## config.mk

```make
export PLATFORM = sky130hd
export DESIGN_NAME = smb_slave_rx
export DESIGN_NICKNAME = d
export VERILOG_FILES = /design/src/rtl/smb_slave_rx.sv
export SDC_FILE = /design/constraint.sdc
export NUM_CORES = 1
export LEC_CHECK = 0
export CAP_MARGIN = 20
export CORE_MARGIN = 2
export CORE_UTILIZATION = 30
export DETAILED_ROUTE_END_ITERATION = 7
export MAX_ROUTING_LAYER = met4
export PLACE_DENSITY = 0.59
export SYNTH_ARGS = -nofsm -noshare
export SYNTH_HDL_FRONTEND = slang
export SYNTH_SLANG_ARGS = --single-unit
```

## constraint.sdc

```tcl
create_clock -name clk -period 4.7 [get_ports clk]
set_clock_uncertainty 0.05 [all_clocks]
set_input_delay 0.47 -clock clk [delete_from_list [all_inputs] [get_ports clk]]
set_output_delay 0.47 -clock clk [all_outputs]
set_load 0.05 [all_outputs]
```

## src/rtl/smb_slave_rx.sv

```systemverilog
module smb_slave_rx (
  input  logic       clk,
  input  logic       rst_n,
  input  logic       inhibit,
  input  logic       scl_in,
  input  logic       sda_in,
  output logic       scl_pull,
  output logic       sda_pull,
  output logic [7:0] rx_byte,
  output logic       byte_is_addr,
  output logic       irq,
  output logic       ack_req,
  input  logic       ack_wr,
  input  logic       ack_ok,
  input  logic       irq_clr,
  input  logic       data_wr,
  output logic       rx_active,
  output logic       xmit_req
);
  typedef enum logic [2:0] {S_IDLE, S_ADDR, S_DATA, S_WAIT, S_ACK, S_SKIP} st_t;
  st_t st;

  logic [1:0] scl_sy, sda_sy;
  logic       scl_q, sda_q;
  logic [2:0] cnt;
  logic [7:0] sr;
  logic       stretch, sda_drv, ack_dec, ack_on;

  wire scl_s     = scl_sy[1];
  wire sda_s     = sda_sy[1];
  wire scl_rise  = scl_s & ~scl_q;
  wire scl_fall  = ~scl_s & scl_q;
  wire start_det = scl_s & scl_q & sda_q & ~sda_s;
  wire stop_det  = scl_s & scl_q & ~sda_q & sda_s;

  assign scl_pull = stretch;
  assign sda_pull = sda_drv;

  always_ff @(posedge clk or negedge rst_n) begin
    if (!rst_n) begin
      scl_sy <= 2'b11;
      sda_sy <= 2'b11;
      scl_q  <= 1'b1;
      sda_q  <= 1'b1;
    end else begin
      scl_sy <= {scl_sy[0], scl_in};
      sda_sy <= {sda_sy[0], sda_in};
      scl_q  <= scl_s;
      sda_q  <= sda_s;
    end
  end

  always_ff @(posedge clk or negedge rst_n) begin
    if (!rst_n) begin
      st           <= S_IDLE;
      cnt          <= 3'd0;
      sr           <= 8'd0;
      rx_byte      <= 8'd0;
      byte_is_addr <= 1'b0;
      irq          <= 1'b0;
      ack_req      <= 1'b0;
      stretch      <= 1'b0;
      sda_drv      <= 1'b0;
      ack_dec      <= 1'b0;
      ack_on       <= 1'b0;
      rx_active    <= 1'b0;
      xmit_req     <= 1'b0;
    end else begin
      if (irq_clr) irq <= 1'b0;
      if (data_wr && rx_active) xmit_req <= 1'b1;
      if (start_det || stop_det) begin
        stretch   <= 1'b0;
        sda_drv   <= 1'b0;
        ack_req   <= 1'b0;
        ack_on    <= 1'b0;
        cnt       <= 3'd0;
        rx_active <= 1'b0;
        xmit_req  <= 1'b0;
        st        <= stop_det ? S_IDLE : (inhibit ? S_SKIP : S_ADDR);
      end else begin
        case (st)
          S_ADDR, S_DATA:
            if (scl_rise) begin
              sr  <= {sr[6:0], sda_s};
              cnt <= cnt + 3'd1;
              if (cnt == 3'd7) begin
                if (st == S_DATA || !sda_s) begin
                  rx_byte      <= {sr[6:0], sda_s};
                  byte_is_addr <= (st == S_ADDR);
                  irq          <= 1'b1;
                  ack_req      <= 1'b1;
                  if (st == S_ADDR) rx_active <= 1'b1;
                  st <= S_WAIT;
                end else begin
                  st <= S_SKIP;
                end
              end
            end
          S_WAIT: begin
            if (!scl_s && !ack_wr) stretch <= 1'b1;
            if (ack_wr) begin
              ack_req <= 1'b0;
              ack_dec <= ack_ok;
              st      <= S_ACK;
            end
          end
          S_ACK:
            if (!ack_on) begin
              if (!scl_s) begin
                sda_drv <= ack_dec;
                ack_on  <= 1'b1;
              end
            end else begin
              stretch <= 1'b0;
              if (scl_fall) begin
                sda_drv <= 1'b0;
                ack_on  <= 1'b0;
                cnt     <= 3'd0;
                st      <= ack_dec ? S_DATA : S_SKIP;
                if (!ack_dec && byte_is_addr) rx_active <= 1'b0;
              end
            end
          default: ;
        endcase
      end
    end
  end

  AST_SDA_MOVES_SCL_LOW: assert property (@(posedge clk) disable iff (!rst_n)
    !$stable(sda_pull) |-> !$past(scl_s));
  AST_STRETCH_PENDING: assert property (@(posedge clk) disable iff (!rst_n)
    $rose(scl_pull) |-> ack_req);
  AST_REQ_WITH_IRQ: assert property (@(posedge clk) disable iff (!rst_n)
    $rose(ack_req) |-> irq);
  AST_ACTIVE_ON_WRITE: assert property (@(posedge clk) disable iff (!rst_n)
    $rose(rx_active) |-> (byte_is_addr && !rx_byte[0]));
  AST_XREQ_ONLY_ACTIVE: assert property (@(posedge clk) disable iff (!rst_n)
    $rose(xmit_req) |-> $past(rx_active));
  AST_IDLE_RELEASED: assert property (@(posedge clk) disable iff (!rst_n)
    (st == S_IDLE) |-> (!scl_pull && !sda_pull));
endmodule

```

Word-level counts from Yosys, hierarchy flattened
Cells that the tools add are included. Widths: inputs -> output; s select.

Register bits: 36. Input bits: 9. Output and inout bits: 15. Word-level logic and storage cells: 124.

$add $sub $neg: 1. Equality and inequality tests: 16. Muxes and demuxes: 53. Bitwise operators: 12. Reductions and logical operators: 25.

Operators with widths (number): $mux 3 (14); $mux 1 (34); $ne 3x3->1 const B (9); $reduce_and 3->1 (4); $reduce_and 5->1 (2); $pmux 3 s3 (1); $reduce_bool 3->1 (3); $reduce_and 8->1 (1); $and 1x1->1 (7); $eq 3x2->1 const B (2); $eq 3x3->1 const B (2); $ne 3x1->1 const B (2); $pmux 1 s2 (3); $pmux 3 s2 (1); $reduce_and 6->1 (1); $not 1->1 (5); $logic_not 1->1 (4); $reduce_and 4->1 (1); $reduce_bool 2->1 (2); $reduce_bool 4->1 (1); $add 3x1->3 const B (1); $eq 3x1->1 const B (1); $logic_and 1x1->1 (3); $logic_or 1x1->1 (2); $reduce_or 2->1 (1).

Depth between registers and ports, before layout
Depth after elaboration: 7. Gate-level depth with buffers: 6. Depth with buffers taken out: 6.

Least setup slack after synthesis
OpenSTA, ideal clock, no wires.

Kind: flip-flop to flip-flop. Start point: reg sda_sy[1]. End point: reg ack_dec. Library setup time: 127 ps. Arrival: 1574 ps. Data required time: 4523 ps. Path slack: 2949 ps. Stages on the path, launching flop included: 6. Buffers on the path: 1. Clock period less this slack: 1751 ps. Cells stage by stage: dfstp_2 buf_2 xor2_1 nand3_1 nand4_1 mux2_1.

Cells in the longest elaborated chain, start to end: 5. Elaborated cells on any way between the ends: 6. Those cells by class: bitwise: 4; reduce/logical: 2.

RTL lines: from (decl) (line 23) `logic [1:0] scl_sy, sda_sy;`; from (signal assigned) (line 47) `sda_sy <= {sda_sy[0], sda_in};`; $not 1->1 (line 33) `wire start_det = scl_s & scl_q & sda_q & ~sda_s;`; $and 1x1->1 (line 33); $logic_or 1x1->1 * (line 71) `if (start_det || stop_det) begin`; $not 1->1 (no line) *; $reduce_and 3->1 (no line) *; to (signal assigned) (line 103) `ack_dec <= ack_ok;`; to (decl) (line 27) `logic stretch, sda_drv, ack_dec, ack_on;`.

Every way passes the cells marked *; elsewhere a longest branch is shown, timed or not. A chain may end at the register's enable or synchronous reset.

Worst setup path after layout
Start point: reg st[0]. End point: reg rx_byte[2].

Cells in the longest elaborated chain, start to end: 3. Elaborated cells on any way between the ends: 5. Those cells by class: eq/ne: 2; reduce/logical: 3.

RTL lines: from (decl) (line 21) `st_t st;`; from (signal assigned) (line 79) `st <= stop_det ? S_IDLE : (inhibit ? S_SKIP : S_ADDR);`; from (signal assigned) (line 119) `st <= ack_dec ? S_DATA : S_SKIP;`; $eq 3x2->1 or $eq 3x1->1 (tied branches) (line 81, 87); $reduce_or 2->1 or $logic_or 1x1->1 (tied branches) (line 81, 87); $reduce_and 5->1 (no line) *; to (signal assigned) (line 88) `rx_byte <= {sr[6:0], sda_s};`; to (decl) (line 9) `output logic [7:0] rx_byte,`.

Marks and branches as above.

==> metrics.txt <==
top_reg_cell synth=dfrtp_1; vias in the first global route=~1200; combinational power share=23.1%; Placed Area=1980 um2; initial antenna violation count=0; P_leak=about 0.91 nW; Inst Count DP=around 230; Worst-path clk slew=0.07 ns; pwr dens=about 460 nW/um2; CTS Sinks=36; DIE AREA=~6200 um2; RSZ-0062 raised after global routing=no; largest net degree at the start of global routing=37; postcts setup bufs=0; Synth area leader=dfrtp_1; Remaining Overflow, GRT=0; period utilisation layout=a little under half; switching power total=approximately 300 uW; die height=~79 um; WP data required=slightly below 5 ns; ANT cells=0; Synthesized Nets=150; post-layout min period=2.19 ns; post-synthesis sequential area ratio=about 54%; number of synthesized flops with an enable pin=0; synthesized instance count=139; DR vias=around 1200; top cells by area, synth=dfrtp_1 (45%), dfstp_2 (9.3%), mux2_1 (5.3%); count leader, synth=dfrtp_1; initial drt markers=83; post-synthesis average cell area=12.1 um2; Die W=79.0 um; endpoint class of the critical path=flop; Row Count=27; Setup TNS=0 ns; Max Freq=about 0.46 GHz; Hold Crit Class=flop to flop; critical path peak fanout=15; YS warnings=0; Pins Over Slew Limit=0; Total GRT Usage=12.9%; fin nets=~170; Slew HR=between 30% and 40%; Yosys reg bits=36; WL per Instance=around 15 um; Root Buffer=clkbuf_8; synthesis-to-finish area growth=24.6%; Seq pwr share=between 40% and 50%; TritonCTS clock tree=yes; first-pass GRT wire length=roughly 6 mm; FF/Latch Area=between 900 and 1000 um2; VDD IR max=approximately 160 uV; GP Congestion=between 0.8 and 0.9; Fillers=approximately 530; Int Pwr=around 670 uW; Final WS setup=2.51 ns; MaxCap Viol Count=0; clock share of power=between 30% and 40%; Routed WL=around 3.6 mm; post-synthesis async set-or-reset flop share=100%; crit path DAT=~2.3 ns; fin area=roughly 2100 um2; Final Hold Viols=0; drt pass-1 iters=4; Critical Path Source Type=flop; Yosys cell types=51; DR vias/cell=roughly 5; post-cts sizing count=0; port bufs=23; detailed-route DRC error count=0; Core Footprint=around 5500 um2; actual slew at the worst max-slew pin=0.958 ns; Mapped Area=between 1500 and 2000 um2; Initial Utilization=30.8%; CP Class=flop to flop; most frequent cells after synthesis=dfrtp_1 (30), inv_1 (8), mux2_1 (8); Cell Count, Final, Fillers Out=236; worst-skew pair later-pin latency=between 0.2 and 0.3 ns; Multi-input gate area=between 700 and 800 um2; Overall Power=roughly 970 uW; H-tree levels=2; status=finished clean; CTS Buf Count=5; Hold Buf Count CTS=0; Detail Route Antenna Nets=0; Clock Path Buffers=2; Final setup viols=0; IO Count=24; switch share=between 30% and 40%; share of the synthesized area in the top cell type=~45%; hpwl dp=about 2.5 mm; Place WS=2.51 ns; ratio of cells with drive above 1 in the final layout=roughly 18%
[logic make-up after synthesis]
| logic type | after synthesis | synth area share [%] |
|---|---|---|
| fa+ha+maj | 2 | 1.48 |
| compound gates | 38 | 17.2 |
| mux | 16 | 10.6 |
| buf+inv | 15 | 4.08 |
| simple gates | 31 | 12.2 |
| xor+xnor | 1 | 0.519 |
| flops | 36 | 53.9 |
[stage by stage]
step | util [%] | hold slack (ns)
floorplan | - | 0.124
global placement | 36.1 | 0.296
detailed placement | 36.1 | 0.297
CTS | 38.4 | 0.308
global route | 38.4 | 0.316
finish | 38.4 | 0.306
[per-layer routing]
metal / wire length, um / vias to the layer above / GRT usage [%]
li1: - / 561 / -
met1: 1660 / 595 / 16.6
met2: 1720 / 39 / 19.1
met3: 165 / 2 / 3.64
met4: 34 / 0 / 5.86
met5: 0 / - / -
[flip-flops by register name, indices dropped and copies added (netlist names)]
register      cells
ack_dec           1
ack_on            1
ack_req           1
byte_is_addr      1
cnt               3
irq               1
rx_active         1
rx_byte           8
scl_pull          1
scl_q             1
scl_sy            2
sda_pull          1
sda_q             1
sda_sy            2
sr                7
st                3
xmit_req          1
[critical path, stage by stage, from the launching register on]
cell,delay (ns)
dfrtp_1,0.64
nor2b_1,0.18
o211ai_1,0.81
mux2_1,0.39
[power by group through the flow]
stage / combinational [mW] / clock [mW] / sequential, mW
4_1_cts: 0.224 / 0.305 / 0.446
3_3_place_gp: 0.214 / 0 / 0.444
2_1_floorplan: 0.191 / 0 / 0.421
6_report: 0.223 / 0.297 / 0.446
5_1_grt: 0.246 / 0.321 / 0.457
3_5_place_dp: 0.222 / 0 / 0.452
[area by class of cell]
class,count,share of cell area (%)
inverters,8,1.43
clock inverters,1,1.43
flip-flops and latches,36,43.2
clock buffers,7,4.58
multi-input cells,88,33.7
repair buffers,24,11.3
well taps,72,4.29
[layout by cell type (no fill, tap or decap), drive strengths merged, types with 2 or more instances in the layout]
master         count
dfstp              6
clkdlybuf4s50     23
a41oi              2
mux2              15
o21ai              8
dfrtp             30
o211ai             3
nand3              2
nor3b              2
a32o               2
nand3b             2
nor2b              5
and3               3
a211o              2
inv                8
nand2              7
clkbuf             7
o21bai             2
ha                 2
a21oi              5
[final timing paths]
check | startpoint | to | slack [ns] | cells after the start
min in group asynchronous | rst_n | xmit_req | 0.55 | 2
worst max register to register | st[0] | rx_byte[2] | 2.51 | 3
worst min register to register | sda_sy[0] | sda_sy[1] | 0.31 | 0
worst min-delay path | sda_sy[0] | sda_sy[1] | 0.31 | 0
worst max-delay path | st[0] | rx_byte[2] | 2.51 | 3
max in group asynchronous | rst_n | sda_sy[1] | 3.70 | 2
Power figures use the tool's default switching activity.
